--- src/rtl/pnp_pkg.sv ---
package pnp_pkg;
  typedef enum logic [1:0] {
    ST_WAIT_KEY = 2'd0,
    ST_SLEEP    = 2'd1,
    ST_ISO      = 2'd2,
    ST_CFG      = 2'd3
  } card_state_e;

  localparam logic [7:0] OFS_RD_PORT = 8'h00;
  localparam logic [7:0] OFS_WAKE    = 8'h03;
  localparam logic [7:0] OFS_CSN     = 8'h06;
  localparam logic [7:0] OFS_LDN     = 8'h07;
  localparam logic [7:0] OFS_MEM     = 8'h40;
  localparam logic [7:0] OFS_IO      = 8'h60;
  localparam int         MEM_STRIDE  = 8;
  localparam int         IO_STRIDE   = 2;
endpackage

--- src/rtl/pnp_port_decode.sv ---
module pnp_port_decode
  import pnp_pkg::*;
(
  input  logic        clk_i,
  input  logic        rst_ni,
  input  card_state_e state_i,
  input  logic        addr_wr_i,
  input  logic        wdata_wr_i,
  input  logic [7:0]  data_i,
  output logic [7:0]  addr_o,
  output logic        wake_wr_o,
  output logic        rdp_wr_o,
  output logic        csn_wr_o,
  output logic        ldn_wr_o,
  output logic        cfg_wr_o
);
  logic [7:0] addr_q;
  logic       awake;

  assign awake = (state_i != ST_WAIT_KEY);

  always_ff @(posedge clk_i or negedge rst_ni) begin
    if (!rst_ni)                 addr_q <= '0;
    else if (addr_wr_i && awake) addr_q <= data_i;
  end

  assign addr_o    = addr_q;
  assign wake_wr_o = wdata_wr_i && awake && (addr_q == OFS_WAKE);
  assign rdp_wr_o  = wdata_wr_i && (state_i == ST_ISO) && (addr_q == OFS_RD_PORT);
  assign csn_wr_o  = wdata_wr_i && (state_i == ST_ISO) && (addr_q == OFS_CSN);
  assign ldn_wr_o  = wdata_wr_i && (state_i == ST_CFG) && (addr_q == OFS_LDN);
  assign cfg_wr_o  = wdata_wr_i && (state_i == ST_CFG);
endmodule

--- src/rtl/pnp_state_fsm.sv ---
module pnp_state_fsm
  import pnp_pkg::*;
#(
  parameter logic [7:0] RD_PORT_RST = 8'h00
) (
  input  logic        clk_i,
  input  logic        rst_ni,
  input  logic        key_det_i,
  input  logic        iso_done_i,
  input  logic        iso_win_i,
  input  logic        wake_wr_i,
  input  logic        rdp_wr_i,
  input  logic        csn_wr_i,
  input  logic [7:0]  data_i,
  output card_state_e state_o,
  output logic [7:0]  csn_o,
  output logic [7:0]  rd_port_o,
  output logic        iso_start_o,
  output logic        ptr_reset_o
);
  card_state_e st_q, st_d;
  logic [7:0]  csn_q, csn_d, rdp_q;
  logic        won_q, won_d, start_q, start_d, ptr_q, ptr_d;

  always_comb begin
    st_d    = st_q;
    csn_d   = csn_q;
    won_d   = won_q;
    start_d = 1'b0;
    ptr_d   = 1'b0;
    unique case (st_q)
      ST_WAIT_KEY: if (key_det_i) st_d = ST_SLEEP;
      ST_SLEEP: begin
        if (wake_wr_i && data_i == csn_q) begin
          st_d    = (data_i == 8'h00) ? ST_ISO : ST_CFG;
          ptr_d   = 1'b1;
          start_d = (data_i == 8'h00);
        end
      end
      ST_ISO: begin
        if (wake_wr_i && data_i != csn_q) st_d = ST_SLEEP;
        else if (csn_wr_i && won_q) begin
          csn_d = data_i;
          st_d  = ST_CFG;
        end else if (iso_done_i) begin
          if (iso_win_i) won_d = 1'b1;
          else           st_d  = ST_SLEEP;
        end
      end
      ST_CFG: if (wake_wr_i && data_i != csn_q) st_d = ST_SLEEP;
      default: st_d = ST_WAIT_KEY;
    endcase
    // winner mark lives only while isolating
    if (st_d != ST_ISO) won_d = 1'b0;
  end

  always_ff @(posedge clk_i or negedge rst_ni) begin
    if (!rst_ni) begin
      st_q    <= ST_WAIT_KEY;
      csn_q   <= '0;
      won_q   <= 1'b0;
      start_q <= 1'b0;
      ptr_q   <= 1'b0;
      rdp_q   <= RD_PORT_RST;
    end else begin
      st_q    <= st_d;
      csn_q   <= csn_d;
      won_q   <= won_d;
      start_q <= start_d;
      ptr_q   <= ptr_d;
      if (rdp_wr_i) rdp_q <= data_i;
    end
  end

  assign state_o     = st_q;
  assign csn_o       = csn_q;
  assign rd_port_o   = rdp_q;
  assign iso_start_o = start_q;
  assign ptr_reset_o = ptr_q;
endmodule

--- src/rtl/pnp_desc_bank.sv ---
module pnp_desc_bank
  import pnp_pkg::*;
#(
  parameter int                N_MEM   = 4,
  parameter int                N_IO    = 8,
  parameter int                MEM_W   = 24,
  parameter int                IO_W    = 16,
  parameter logic [MEM_W-1:0]  MEM_RST = '0,
  parameter logic [IO_W-1:0]   IO_RST  = '0
) (
  input  logic                    clk_i,
  input  logic                    rst_ni,
  input  logic                    cfg_wr_i,
  input  logic                    ldn_wr_i,
  input  logic [7:0]              addr_i,
  input  logic [7:0]              data_i,
  output logic [7:0]              ldn_o,
  output logic [N_MEM*MEM_W-1:0]  mem_base_o,
  output logic [N_IO*IO_W-1:0]    io_base_o,
  output logic [7:0]              rd_byte_o
);
  localparam int HI_W = MEM_W - 8;

  logic [7:0] ldn_q;
  logic [7:0] mem_rb [N_MEM];
  logic [7:0] io_rb  [N_IO];

  always_ff @(posedge clk_i or negedge rst_ni) begin
    if (!rst_ni)       ldn_q <= '0;
    else if (ldn_wr_i) ldn_q <= data_i;
  end
  assign ldn_o = ldn_q;

  for (genvar g = 0; g < N_MEM; g++) begin : g_mem
    localparam logic [7:0] A0 = OFS_MEM + 8'(g * MEM_STRIDE);
    localparam logic [7:0] A1 = A0 + 8'd1;
    logic [HI_W-1:0] hi_q;
    always_ff @(posedge clk_i or negedge rst_ni) begin
      if (!rst_ni) hi_q <= MEM_RST[MEM_W-1:8];
      else if (cfg_wr_i) begin
        if (addr_i == A0) hi_q[HI_W-1 -: 8] <= data_i;
        if (addr_i == A1) hi_q[7:0]         <= data_i;
      end
    end
    assign mem_base_o[g*MEM_W +: MEM_W] = {hi_q, 8'h00};
    assign mem_rb[g] = (addr_i == A0) ? hi_q[HI_W-1 -: 8] :
                       (addr_i == A1) ? hi_q[7:0] : 8'h00;
  end

  for (genvar g = 0; g < N_IO; g++) begin : g_io
    localparam logic [7:0] A0 = OFS_IO + 8'(g * IO_STRIDE);
    localparam logic [7:0] A1 = A0 + 8'd1;
    logic [IO_W-1:0] base_q;
    always_ff @(posedge clk_i or negedge rst_ni) begin
      if (!rst_ni) base_q <= IO_RST;
      else if (cfg_wr_i) begin
        if (addr_i == A0) base_q[IO_W-1 -: 8] <= data_i;
        if (addr_i == A1) base_q[7:0]         <= data_i;
      end
    end
    assign io_base_o[g*IO_W +: IO_W] = base_q;
    assign io_rb[g] = (addr_i == A0) ? base_q[IO_W-1 -: 8] :
                      (addr_i == A1) ? base_q[7:0] : 8'h00;
  end

  always_comb begin
    rd_byte_o = (addr_i == OFS_LDN) ? ldn_q : 8'h00;
    for (int i = 0; i < N_MEM; i++) rd_byte_o = rd_byte_o | mem_rb[i];
    for (int i = 0; i < N_IO; i++)  rd_byte_o = rd_byte_o | io_rb[i];
  end
endmodule

--- src/rtl/pnp_card_ctrl.sv ---
module pnp_card_ctrl
  import pnp_pkg::*;
#(
  parameter int               N_MEM       = 4,
  parameter int               N_IO        = 8,
  parameter int               MEM_W       = 24,
  parameter int               IO_W        = 16,
  parameter logic [MEM_W-1:0] MEM_RST     = '0,
  parameter logic [IO_W-1:0]  IO_RST      = '0,
  parameter logic [7:0]       RD_PORT_RST = 8'h00
) (
  input  logic                   clk_i,
  input  logic                   rst_ni,
  input  logic                   addr_wr_i,
  input  logic                   wdata_wr_i,
  input  logic                   rd_i,
  input  logic [7:0]             data_i,
  input  logic                   key_det_i,
  input  logic                   iso_done_i,
  input  logic                   iso_win_i,
  output logic [7:0]             rdata_o,
  output logic                   rdata_en_o,
  output logic [1:0]             state_o,
  output logic [7:0]             csn_o,
  output logic [7:0]             rd_port_o,
  output logic [7:0]             ldn_o,
  output logic                   iso_start_o,
  output logic                   ptr_reset_o,
  output logic [N_MEM*MEM_W-1:0] mem_base_o,
  output logic [N_IO*IO_W-1:0]   io_base_o
);
  card_state_e st;
  logic [7:0]  addr, bank_byte;
  logic        wake_wr, rdp_wr, csn_wr, ldn_wr, cfg_wr;

  pnp_port_decode u_dec (
    .clk_i, .rst_ni, .state_i(st), .addr_wr_i, .wdata_wr_i, .data_i,
    .addr_o(addr), .wake_wr_o(wake_wr), .rdp_wr_o(rdp_wr),
    .csn_wr_o(csn_wr), .ldn_wr_o(ldn_wr), .cfg_wr_o(cfg_wr)
  );

  pnp_state_fsm #(.RD_PORT_RST(RD_PORT_RST)) u_fsm (
    .clk_i, .rst_ni, .key_det_i, .iso_done_i, .iso_win_i,
    .wake_wr_i(wake_wr), .rdp_wr_i(rdp_wr), .csn_wr_i(csn_wr), .data_i,
    .state_o(st), .csn_o, .rd_port_o, .iso_start_o, .ptr_reset_o
  );

  pnp_desc_bank #(
    .N_MEM(N_MEM), .N_IO(N_IO), .MEM_W(MEM_W), .IO_W(IO_W),
    .MEM_RST(MEM_RST), .IO_RST(IO_RST)
  ) u_bank (
    .clk_i, .rst_ni, .cfg_wr_i(cfg_wr), .ldn_wr_i(ldn_wr),
    .addr_i(addr), .data_i, .ldn_o, .mem_base_o, .io_base_o,
    .rd_byte_o(bank_byte)
  );

  assign state_o    = st;
  assign rdata_en_o = rd_i && (st == ST_ISO || st == ST_CFG);

  always_comb begin
    rdata_o = 8'h00;
    if (rdata_en_o) begin
      if (addr == OFS_CSN)          rdata_o = csn_o;
      else if (addr == OFS_RD_PORT) rdata_o = rd_port_o;
      else                          rdata_o = bank_byte;
    end
  end
endmodule

--- config.mk ---
export PLATFORM = sky130hd
export DESIGN_NAME = pnp_card_ctrl
export DESIGN_NICKNAME = d
export VERILOG_FILES = /design/src/rtl/pnp_pkg.sv /design/src/rtl/pnp_port_decode.sv /design/src/rtl/pnp_state_fsm.sv /design/src/rtl/pnp_desc_bank.sv /design/src/rtl/pnp_card_ctrl.sv
export SDC_FILE = /design/constraint.sdc
export NUM_CORES = 1
export LEC_CHECK = 0
export CORE_ASPECT_RATIO = 0.5
export CORE_MARGIN = 5
export CORE_UTILIZATION = 25
export CTS_CLUSTER_DIAMETER = 120
export DETAILED_ROUTE_END_ITERATION = 7
export DONT_BUFFER_PORTS = 1
export PLACE_DENSITY_LB_ADDON = 0.25
export SLEW_MARGIN = 20
export SYNTH_ARGS = -nofsm -noshare
export SYNTH_HDL_FRONTEND = slang
export SYNTH_SLANG_ARGS = --single-unit
--- constraint.sdc ---
create_clock -name clk_i -period 3.02 [get_ports clk_i]
set_clock_uncertainty 0.15 [all_clocks]
set_input_delay 0.151 -clock clk_i [delete_from_list [all_inputs] [get_ports clk_i]]
set_output_delay 0.151 -clock clk_i [all_outputs]
set_load 0.01 [all_outputs]
# == Word-level counts from Yosys, hierarchy flattened ==
# Index checks and enable logic that the tools add are counted.
# word_totals
ff_bits,229
in_bits,16
output_inout_bits,261
wordCells,173
# classes
eq_ne,35
mux,47
n_bitwise,13
reduce_logical,46
# op_table
cell,count
$mux W8,28
$eq A8 B7 Y1 const B,24
$or A8 B8 Y8,12
$reduce_and A2 Y1,24
$eq A8 B3 Y1 const B,2
$logic_not A8 Y1,2
$mux W2,7
$logic_and A1 B1 Y1,12
$mux W1,11
$eq A8 B2 Y1 const B,1
$eq A8 B8 Y1,1
$ne A8 B8 Y1,1
$pmux W2 S4,1
$reduce_bool A2 Y1,4
$ne A2 B2 Y1 const B,3
$reduce_and A5 Y1,1
$eq A2 B2 Y1 const B,2
$reduce_and A3 Y1,1
$eq A2 B1 Y1 const B,1
$logic_not A2 Y1,1
$logic_or A1 B1 Y1,1
$not A1 Y1,1

# == Depth between registers and ports, before layout ==
# Gate-level depths: netlist (run 1).
# depth
ltp_word,18
ltp_mapped,9
depth_no_buf,6

# == Cells and area by module ==
# A second synthesis (run 1) with hierarchy kept.
# hier_totals
cells_unflattened,936
hier_area_um2,11673.7
# by_module_without_submodules
mod,n_inst,cells_each,area_per_inst_um2,seq_area_each_um2
pnp_desc_bank,1,774,9915.8,5004.8
pnp_state_fsm,1,73,959.7,525.5
pnp_card_ctrl,1,59,399.1,0.0
pnp_port_decode,1,30,399.1,200.2

# == Worst setup path after synthesis (run 1) ==
# Ideal clock, no wire load.
# synth_timing
kind,register -> output
startpoint,"register u_dec.addr_q[5], in the netlist u_dec.addr_o[5]"
endpoint,output port rdata_o[1]
t_arrival_ns,2.153
t_required_ns,2.719
setup_slack_ns,0.566
stages_incl_launch_ff,8
n_path_buf,1
path_cell_list,dfrtp_1 -> or4_1 -> buf_6 -> nor4_4 -> a22oi_1 -> o311ai_1 -> a311oi_1 -> a32oi_1
# synth_between
elab_chain_cells,18
word_cells_on_any_way,67
cone_classes,eq/ne (26); mux (28); bitwise (12); reduce/logical (1)
# synth_rtl
element,line_no,rtl
start: declaration,pnp_port_decode.sv:17,logic [7:0] addr_q;
start signal: assignment,pnp_port_decode.sv:24,else if (addr_wr_i && awake) addr_q <= data_i;
$eq A8 B7 Y1,pnp_desc_bank.sv:47,(addr_i == A1) ? hi_q[7:0] : 8'h00;
$mux W8,pnp_desc_bank.sv:47,
$mux W8,pnp_desc_bank.sv:46,assign mem_rb[g] = (addr_i == A0) ? hi_q[HI_W-1 -: 8] :
$or A8 B8 Y8 (4 in series),pnp_desc_bank.sv:68,for (int i = 0; i < N_MEM; i++) rd_byte_o = rd_byte_o | mem_rb[i];
$or A8 B8 Y8 (8 in series),pnp_desc_bank.sv:69,for (int i = 0; i < N_IO; i++) rd_byte_o = rd_byte_o | io_rb[i];
$mux W8,pnp_card_ctrl.sv:64,else if (addr == OFS_RD_PORT) rdata_o = rd_port_o;
$mux W8 *,pnp_card_ctrl.sv:63,if (addr == OFS_CSN) rdata_o = csn_o;
$mux W8 *,pnp_card_ctrl.sv:62,if (rdata_en_o) begin
end: declaration,pnp_card_ctrl.sv:21,"output logic [7:0] rdata_o,"
# Mark *: on every way between the ends. The rest lies on a longest branch, timed or not.

# == Worst setup path in the final report (run 1) ==
# layout_timing
startpoint,"register u_dec.addr_q[3], in the netlist u_dec.addr_o[3]"
endpoint,output port rdata_o[2]
# Same word-level chain as after synthesis.

==> results of run 1 <==
==> worst register-to-register path, cell delays in order, from the launching register on <==
cell	delay [ns]
dfrtp_2	0.44
or4_4	0.57
buf_8	0.17
nand2b_4	0.21
nor3_4	0.36
mux2_2	0.37
dlygate4sd3_1	0.55
==> metal layers <==
layer | routed length, um | part of all wire | global-route usage
met1 | 18200 | 0.38 | 0.216
met2 | 25500 | 0.53 | 0.343
met3 | 2660 | 0.055 | 0.0309
met4 | 1780 | 0.037 | 0.0586
met5 | 13 | 0.00027 | 0
==> area by class of cell <==
| type | count | area [um2] | share of cell area |
|---|---|---|---|
| well taps | 598 | 748 | 0.0524 |
| multi-input cells | 634 | 5620 | 0.393 |
| inverters | 8 | 33.8 | 0.00236 |
| flip-flops and latches | 229 | 5740 | 0.402 |
| clock inverters | 12 | 95.1 | 0.00665 |
| repair buffers | 145 | 1360 | 0.0948 |
| clock buffers | 32 | 702 | 0.0491 |
==> flip-flops by register name, summed over array words and instances, names as in the netlist <==
register,flops
u_fsm.ptr_reset_o,1
u_fsm.iso_start_o,1
u_fsm.rd_port_o,8
u_bank.ldn_o,8
u_bank.g_mem.hi_q,64
u_fsm.state_o,2
u_dec.addr_o,8
u_fsm.csn_o,8
u_bank.g_io.base_q,128
u_fsm.won_q,1
==> through the flow <==
step	cell area [um2]	util	power, mW	hold slack [ns]	std cells
2_1_floorplan	11500	-	4.23	-0.295	967
3_3_place_gp	12300	0.273	4.81	-0.287	1548
3_5_place_dp	12300	0.273	4.82	-0.287	1548
4_1_cts	14000	0.312	8.38	-0.847	1642
5_1_grt	14300	0.318	8.80	-0.849	1658
6_report	14300	0.318	8.56	-0.832	1658
==> timing repair <==
item / 4_1_cts / 5_1_grt
pin swaps: 26 / 24
endpoints found under the setup margin: 8 / 11
setup buffers: 22 / 17
resized for setup: 94 / 36
endpoints found under the hold margin: 458 / 229
==> where the power goes <==
group	internal [mW]	switching (mW)	total, mW	leakage [nW]
Sequential	3.14	0.112	3.26	3.17
Combinational	0.906	1.37	2.27	3.06
Clock	1.72	1.31	3.03	0.388
==> Yosys cell counts, drive strengths merged (7+ instances only) <==
cell type / count / area share
a31oi: 10 / 0.0055
dfrtp: 229 / 0.51
nand2b: 8 / 0.0044
nand2: 47 / 0.016
clkbuf: 42 / 0.014
mux2i: 21 / 0.019
a32oi: 10 / 0.0077
o21ai: 33 / 0.015
buf: 54 / 0.031
and3: 7 / 0.0039
nor2: 36 / 0.012
mux2: 238 / 0.24
inv: 8 / 0.0026
nor4: 11 / 0.0085
a22oi: 22 / 0.015
xor2: 8 / 0.0062
nand3: 32 / 0.014
nor2b: 11 / 0.0061
nor3: 23 / 0.014
a21oi: 12 / 0.0053
==> cells by family after synthesis <==
group	Yosys count
AOI/OAI and AO/OA	133
xor gates and xnor gates	8
buffers and inverters	104
DFF	229
muxes	261
other	1
and+or+nand+nor	200
==> final timing paths <==
kind / start / end / cells past startpoint
min in group clk_i: key_det_i / u_fsm.state_o[0]$_DFF_PN0_ / 3
hold / removal: rst_ni / u_bank.g_mem[3].hi_q[3]$_DFFE_PN0P_ / 0
setup / recovery: u_dec.addr_o[3]$_DFFE_PN0P_ / rdata_o[2] / 9
setup reg to reg: u_dec.addr_o[4]$_DFFE_PN0P_ / u_fsm.rd_port_o[4]$_DFFE_PN0P_ / 6
max in group asynchronous: rst_ni / u_bank.g_io[5].base_q[6]$_DFFE_PN0P_ / 0
hold reg to reg: u_fsm.won_q$_DFFE_PN0P_ / u_fsm.won_q$_DFFE_PN0P_ / 1
==> metrics.txt, run 1 <==
maximum fanout along the worst path=3; CTS tree=built; Synth Area in Adders=0; Worst Path Buf+Inv=3; post-route ant nets=0; chip height=between 150 and 200 um; Final nets=about 1,100; Crit-path slowest cell=a222oi_1; worst path cell trace=buf_6 -> and2_4 -> a22o_1 -> a222oi_1 -> o22ai_1 -> nor4_1 -> buf_4 -> a22oi_2 -> buf_4; final hold vios=229; row count=55; vias in the first global route=approximately 8,900; first-pass GRT wire length=between 60,000 and 70,000 um; # setup viols final=5; Routed WL per cell=29.0 um; fill count=roughly 4,500; Top FF cell, synth=dfrtp_1; Post-synth EDFFs=0; I/O pin total=between 200 and 300; type of the worst setup path=flip-flop to output port; Pwr Density=approximately 600 mW/mm2; Max Buffers Root-to-Sink=3; Remaining DRCs=0; syn_area_per_cell=12.1 um2; Num CTS Buffers=25; first-pass detailed-route iteration total=6; clk slew on worst S/H paths=around 0.06 ns; Hold Slack=-0.832 ns; arrival time worst endpoint=~2.8 ns; ys async rst share=1.00; final wirelength=48,100 um; status=finished, violations left; setup slack after layout=-0.0928 ns; worst hold path type=input port to asynchronous set/reset pin; WP data required=2.72 ns; worst slew pin tran=approximately 0.63 ns; cell family with most CP delay=compound AO/OA/AOI/OAI gates; Core Area=about 0.045 mm2; CP peak stage delay=approximately 0.47 ns; GPL Wtd Cong=just over 0.9; most frequent cells in the layout=229 x mux2_2, 221 x dfrtp_1, 99 x buf_4, 44 x nand2_1, 32 x conb_1; largest net degree at the start of global routing=230; grt total ovfl=0; commonest non-fill, non-tap cell in the layout=mux2_2; mux contribution to synthesized area=0.262; Port-buffer cells=0; yosys warns=0; chip width=just over 300 um; #FFs+latches synth=approximately 230; share of post-route cells with drive strength above 1=0.470; CTS sink cnt=about 230; vias per inst=between 5 and 6; reg2reg setup slack=0.08 ns; MaxCap Viol Count=0; maximum clock frequency=321 MHz; maximum VDD drop=around 0.42 mV; Detailed Place HPWL=~34,000 um; via count=just under 9,000; antenna violations before repair=1; clock root buffer=clkbuf_16; post-synthesis xor/xnor area fraction=0.00618; Synth Area in Simple Gates=0.0968; failing checks=hold timing, setup timing; setup_tns=-0.262 ns; Syn Std Cell Area=around 0.011 mm2; Startpoint Class=flip-flop; Worst-Skew Late Latency=0.53 ns; Initial Util=0.252; Tmin final=3.11 ns; H-tree levels=1; Period Utilization, post-route=1.03; register area share after synthesis=0.505; Critical Path Most Common Cell=buf_4; Syn Inst Count=936; dpl ws=between 0.1 and 0.15 ns; Slew headroom=0.577; die area=0.0500 mm2; Synth Area in Compound Gates=0.0820; RSZ-0062 raised after global routing=yes; Inserted Diodes=0; Slew Limit Fails=0; Yosys cell types=67; area grow syn2layout=26.1%; cts hold-fix bufs=28; leakage=around 6.6 nW; Total GRT Usage=0.184; DR iter-0 viols=991; largest family of logic cells by synthesized area=multiplexers; CP Capture Type=output port
No activity file was read; power rests on OpenSTA's default activity.
==> run 2, diff against run 1 <==
--- a/config.mk
+++ b/config.mk
@@ -5,6 +5,7 @@
 export SDC_FILE = /design/constraint.sdc
 export NUM_CORES = 1
 export LEC_CHECK = 0
+export ABC_AREA = 1
 export CORE_ASPECT_RATIO = 0.5
 export CORE_MARGIN = 5
 export CORE_UTILIZATION = 25
==> run 2 against run 1 <==
Area after synthesis shrank 3.4%. Worst hold slack got worse by 0.016 ns. Core utilization decreased by 2.7 points. The flow finishes with violations (hold timing). Synthesized cell count rose by 50%. Critical path type is now input port to flip-flop. Fmax rose by 6.2%. Global-route usage decreased by 1.0 points. Highest routed layer is now met4.
==> metrics.txt, run 2 <==
first-pass GRT wire length=about 63,000 um; Remaining DRCs=0; post-route ant nets=0; largest family of logic cells by synthesized area=simple AND/OR/NAND/NOR gates; status=finished, violations left; WP data required=roughly 3.3 ns; Slew Limit Fails=0; Hold Slack=-0.848 ns; Syn Inst Count=1,407; MaxCap Viol Count=0; clock root buffer=clkbuf_16; post-synthesis xor/xnor area fraction=0; area grow syn2layout=15.1%; Post-synth EDFFs=0; chip width=a little over 300 um; Num CTS Buffers=26; leakage=~5.7 nW; Startpoint Class=input port; RSZ-0062 raised after global routing=yes; maximum clock frequency=roughly 340 MHz; Pwr Density=just under 600 mW/mm2; Detailed Place HPWL=approximately 31,000 um; Yosys cell types=27; final hold vios=roughly 230; Initial Util=0.252; #FFs+latches synth=around 230; CP peak stage delay=around 0.57 ns; most frequent cells after synthesis=522 x nand2_1, 229 x dfrtp_1, 221 x o21ai_0, 126 x nor2_1, 67 x inv_1; fill count=between 4,000 and 5,000; Max Buffers Root-to-Sink=3; cts hold-fix bufs=18; antenna violations before repair=0; Synth Area in Adders=0; yosys warns=0; GPL Wtd Cong=a little over 0.8; largest net degree at the start of global routing=230; most common cell in the synthesized netlist=nand2_1; vias per inst=4.64; mux contribution to synthesized area=0; Top FF cell, synth=dfrtp_1; first-pass detailed-route iteration total=5; design area=~0.013 mm2; Largest Register=u_bank.g_io.base_q; Period Utilization, post-route=0.971; cell taking the most area after synthesis=dfrtp_1; Tmin final=between 2 and 3 ns; commonest non-fill, non-tap cell in the layout=nand2_1; Syn Std Cell Area=0.0110 mm2; Routed WL per cell=roughly 22 um; die area=0.0484 mm2; Largest register FFs=128; Placed Area=about 0.011 mm2; failing checks=hold timing; H-tree levels=1; clk slew on worst S/H paths=approximately 0.06 ns; CTS sink cnt=229; maximum VDD drop=~0.48 mV; Synth Area in Simple Gates=0.298; CP Capture Type=flip-flop; Total GRT Usage=0.173; worst hold path type=input port to asynchronous set/reset pin; worst path cell trace=dlygate4sd3_1 -> inv_1 -> or2_2 -> nand4_1 -> nor2_1 -> dlygate4sd3_1 -> nand2_1 -> inv_1 -> nand2_1 -> o21ai_2 -> nand2_1 -> dlygate4sd3_1 -> nor2_1; worst slew pin tran=0.693 ns; Crit-path slowest cell=dlygate4sd3_1; row count=between 50 and 60; chip height=roughly 160 um; Synth Area in Compound Gates=0.108; post-synth top area share=0.523; DR iter-0 viols=about 830; register area share after synthesis=0.523; maximum fanout along the worst path=12; grt total ovfl=0; biggest regs=u_bank.g_io.base_q (128), u_bank.g_mem.hi_q (64); ys async rst share=1.00; I/O pin total=approximately 280; type of the worst setup path=input port to flip-flop; vias in the first global route=around 8,700; final wirelength=44,200 um; largest cells by area after synthesis=dfrtp_1 52%, nand2_1 18%, o21ai_0 10%, nor2_1 4.3%, inv_1 2.3%; Final nets=around 1,400; # setup viols final=0; Slew headroom=0.537; arrival time worst endpoint=between 3 and 4 ns; Port-buffer cells=0; CTS tree=built; Core Area=between 0.04 and 0.05 mm2; most frequent cells in the layout=519 x nand2_1, 226 x dfrtp_1, 221 x o21ai_0, 121 x nor2_1, 67 x inv_1; reg2reg setup slack=~0.18 ns; Worst-Skew Late Latency=roughly 0.56 ns; via count=9,383; share of post-route cells with drive strength above 1=0.0857; syn_area_per_cell=approximately 7.8 um2
==> run 2: per-layer routing <==
metal	vias up	GRT usage	share of wire
met2	260	0.317	0.52
li1	4473	-	-
met4	0	0.0527	0.030
met5	-	0	0
met3	66	0.0317	0.055
met1	4584	0.211	0.40
==> run 2: where the power goes <==
part,internal (mW),total (mW),switching (mW)
clock network,1.88,3.22,1.33
registers,3.13,3.23,0.103
logic,0.228,0.993,0.765
==> run 2: logic make-up (layout without fill, tap and decap cells) <==
| kind of cell | after synthesis | in the layout |
|---|---|---|
| other | 1 | 33 |
| buffers and inverters | 168 | 165 |
| AO/OA/AOI/OAI | 233 | 233 |
| flip-flops | 229 | 229 |
| AND/OR/NAND/NOR | 776 | 776 |
==> run 2: layout make-up <==
class | count | area, um2 | share of cell area
antenna | 1 | 2.50 | 0.000198
clock buffer | 41 | 757 | 0.0600
clock inverter | 6 | 91.3 | 0.00724
inverter | 75 | 282 | 0.0223
multi-input combinational | 1041 | 4630 | 0.367
sequential | 229 | 5730 | 0.455
tap | 588 | 736 | 0.0583
timing repair buffer | 43 | 384 | 0.0305
==> run 2: repair_timing <==
action                                  in CTS  in global routing
gates resized for setup                      1                 15
setup buffers                                8                  2
endpoints found under the hold margin      325                229
endpoints found under the setup margin       5                  9
gates cloned                                 0                  0
pin swaps                                    4                  1
==> run 2: critical path: cells and delay by family <==
family	cells	cell delay [ns]
AND/OR/NAND/NOR	7	0.77
AO/OA/AOI/OAI	1	0.17
buffers and inverters	5	2.17
==> run 2: stage by stage <==
stage	power (mW)	instances	setup TNS, ns	worst slack [ns]	utilization
global route	7.68	2023	-0.0562	-0.0281	0.290
finish	7.44	2024	0	0.0888	0.290
global placement	4.16	1948	0	0.491	0.263
CTS	7.42	2021	0	0.00602	0.289
detailed placement	4.16	1948	0	0.510	0.263
floorplan	3.91	1438	0	1.10	-
==> run 2: path summary, 6_finish.rpt <==
check	start	end	cells after the start
worst max-delay path	data_i[7]	u_fsm.won_q$_DFFE_PN0P_	13
worst min-delay path	rst_ni	u_bank.g_mem[0].hi_q[10]$_DFFE_PN0P_	0
worst max register to register	u_fsm.csn_o[7]$_DFFE_PN0P_	u_fsm.won_q$_DFFE_PN0P_	11
worst min register to register	u_dec.addr_o[6]$_DFFE_PN0P_	u_dec.addr_o[6]$_DFFE_PN0P_	2
max in group asynchronous	rst_ni	u_bank.g_io[2].base_q[7]$_DFFE_PN0P_	0
min in group clk_i	data_i[0]	u_fsm.rd_port_o[0]$_DFFE_PN0P_	3
==> run 3, diff against run 2 <==
--- a/config.mk
+++ b/config.mk
@@ -13,6 +13,7 @@
 export DETAILED_ROUTE_END_ITERATION = 7
 export DONT_BUFFER_PORTS = 1
 export PLACE_DENSITY_LB_ADDON = 0.25
+export SETUP_SLACK_MARGIN = 0.5
 export SLEW_MARGIN = 20
 export SYNTH_ARGS = -nofsm -noshare
 export SYNTH_HDL_FRONTEND = slang
==> run 3 against run 2 <==
The flow still finishes with violations (hold timing). Largest power group unchanged. Power is 10% higher. Combinational power is 73% higher. Fmax is 7.6% higher. Die area stayed put. Worst hold slack hardly changed. Global-route usage is 0.51 points higher. Setup slack better by 0.21 ns. Sequential power is 1% higher. Via count is 2.2% higher. Clock-buffer cell count stayed put. Critical path type is now flip-flop to output port. Core utilization is 2.0 points higher.
==> metrics.txt, run 3 (synthesis gave the netlist of run 2 again) <==
CP Capture Type=output port; GR met3 Demand/Resource=0.0370; maximum VDD drop=about 0.5 mV; area grow syn2layout=23.2%; MaxCap Viol Count=0; most frequent cells in the layout=492 x nand2_1, 222 x dfrtp_1, 220 x o21ai_0, 77 x nor2_1, 55 x inv_1; Core Area=around 0.043 mm2; Largest Register=u_bank.g_io.base_q; H-tree levels=1; total power=about 8.2 mW; first-pass detailed-route iteration total=7; Slew Limit Fails=0; Final nets=approximately 1,500; Pwr Density=roughly 600 mW/mm2; chip height=~160 um; first-pass GRT wire length=~65,000 um; vias per inst=roughly 4.6; Num CTS Buffers=26; Placed Area=between 0.01 and 0.015 mm2; Routed WL per cell=~22 um; Flop pwr share=0.398; commonest non-fill, non-tap cell in the layout=nand2_1; Largest register FFs=between 100 and 150; Worst-Skew Late Latency=between 0.5 and 0.6 ns; global routing usage on met1=0.211; CTS sink cnt=between 200 and 250; chip width=around 300 um; cts hold-fix bufs=17; row count=54; largest net degree at the start of global routing=230; Logic pwr share=0.210; Most Used Layer, Global Route=met2; WP data required=2.72 ns; CTS tree=built; RSZ-0062 raised after global routing=yes; Period Utilization, post-route=0.902; die area=a little under 0.05 mm2; final hold vios=roughly 230; Crit-path slowest cell=dfrtp_1; antenna violations before repair=0; worst slew pin tran=0.701 ns; I/O pin total=~280; Max Buffers Root-to-Sink=3; Total GRT Usage=0.179; clock root buffer=clkbuf_16; setup_tns=0 ns; Clock Power Share=0.393; Inserted Diodes=0; worst hold path type=input port to asynchronous set/reset pin; biggest regs=u_bank.g_io.base_q (128), u_bank.g_mem.hi_q (64); DR iter-0 viols=829; Port-buffer cells=0; clk slew on worst S/H paths=around 0.060 ns; Critical Path Most Common Cell=nor2_2; cell family with most CP delay=simple AND/OR/NAND/NOR gates; via count=about 9,600; Initial Util=0.252; Remaining DRCs=0; Detailed Place HPWL=between 30,000 and 40,000 um; Startpoint Class=flip-flop; maximum fanout along the worst path=8; vias in the first global route=roughly 9,100; GR Layer Usage met2=0.328; maximum clock frequency=367 MHz; grt total ovfl=0; type of the worst setup path=flip-flop to output port; share of post-route cells with drive strength above 1=0.179; failing checks=hold timing; Pint=5.67 mW; post-route ant nets=0; Worst Path Buf+Inv=3; design area=about 0.014 mm2; arrival time worst endpoint=around 2.4 ns; # setup viols final=0; Tmin final=between 2 and 3 ns; GPL Wtd Cong=0.818; Net Sw Frac=0.310; final wirelength=roughly 45,000 um; leakage=6.15 nW; Hold Slack=-0.848 ns; P_sw=between 2 and 3 mW; Slew headroom=0.532; worst path cell trace=buf_4 -> nand2_4 -> nor2_4 -> buf_8 -> buf_6 -> nand3_4 -> nor2_2 -> nor2_1 -> nand2_1 -> nor2_1 -> nand3_1 -> nor2_2 -> nor2_2; CP peak stage delay=approximately 0.4 ns; status=finished, violations left
run 3: metal layers:
layer / up-vias / share of wire
met5: - / 0
met4: 0 / 0.037
met3: 85 / 0.056
met2: 268 / 0.51
met1: 4658 / 0.39
li1: 4577 / -
run 3: path summary, 6_finish.rpt:
kind                                                             end  slack [ns]  depth (start not counted)                                  from
worst max-delay path                                      rdata_o[4]        0.29                         13           u_dec.addr_o[6]$_DFFE_PN0P_
worst min-delay path            u_bank.g_mem[0].hi_q[10]$_DFFE_PN0P_       -0.85                          0                                rst_ni
worst max register to register               u_fsm.won_q$_DFFE_PN0P_        0.68                          9           u_dec.addr_o[4]$_DFFE_PN0P_
worst min register to register  u_bank.g_io[4].base_q[2]$_DFFE_PN0P_        0.43                          2  u_bank.g_io[4].base_q[2]$_DFFE_PN0P_
max in group asynchronous       u_bank.g_mem[0].hi_q[13]$_DFFE_PN0P_        3.19                          0                                rst_ni
min in group clk_i                    u_fsm.rd_port_o[0]$_DFFE_PN0P_        0.01                          3                             data_i[0]
run 3: layout make-up:
cell class,instances,area [um2]
Tap cell,588,736
Inverter,75,292
Sequential cell,229,5740
Clock inverter,6,91.3
Clock buffer,41,757
Fill cell,4660,29900
Multi-Input combinational cell,1045,5050
Timing Repair Buffer,87,840
run 3: what timing repair did:
item                       4_1_cts  5_1_grt
cloned                           3        1
resized for setup              139       25
hold endpoints to repair       325      229
pin swaps                       56       29
setup buffers                   51        4
setup endpoints to repair        8       15
run 3: power groups by stage:
stage	clock network, mW	registers, mW	logic (mW)
floorplan	0	3.26	0.650
global placement	0	3.27	0.895
detailed placement	0	3.27	0.890
CTS	3.27	3.25	1.62
global route	3.38	3.27	1.80
finish	3.22	3.27	1.72
run 3: stage by stage:
step	setup WS, ns	utilization	hold slack (ns)	std cells
2_1_floorplan	1.10	-	-0.295	1438
3_3_place_gp	0.491	0.263	-0.285	1948
3_5_place_dp	0.510	0.263	-0.285	1948
4_1_cts	0.365	0.308	-0.872	2066
5_1_grt	0.203	0.311	-0.871	2071
6_report	0.295	0.311	-0.848	2071
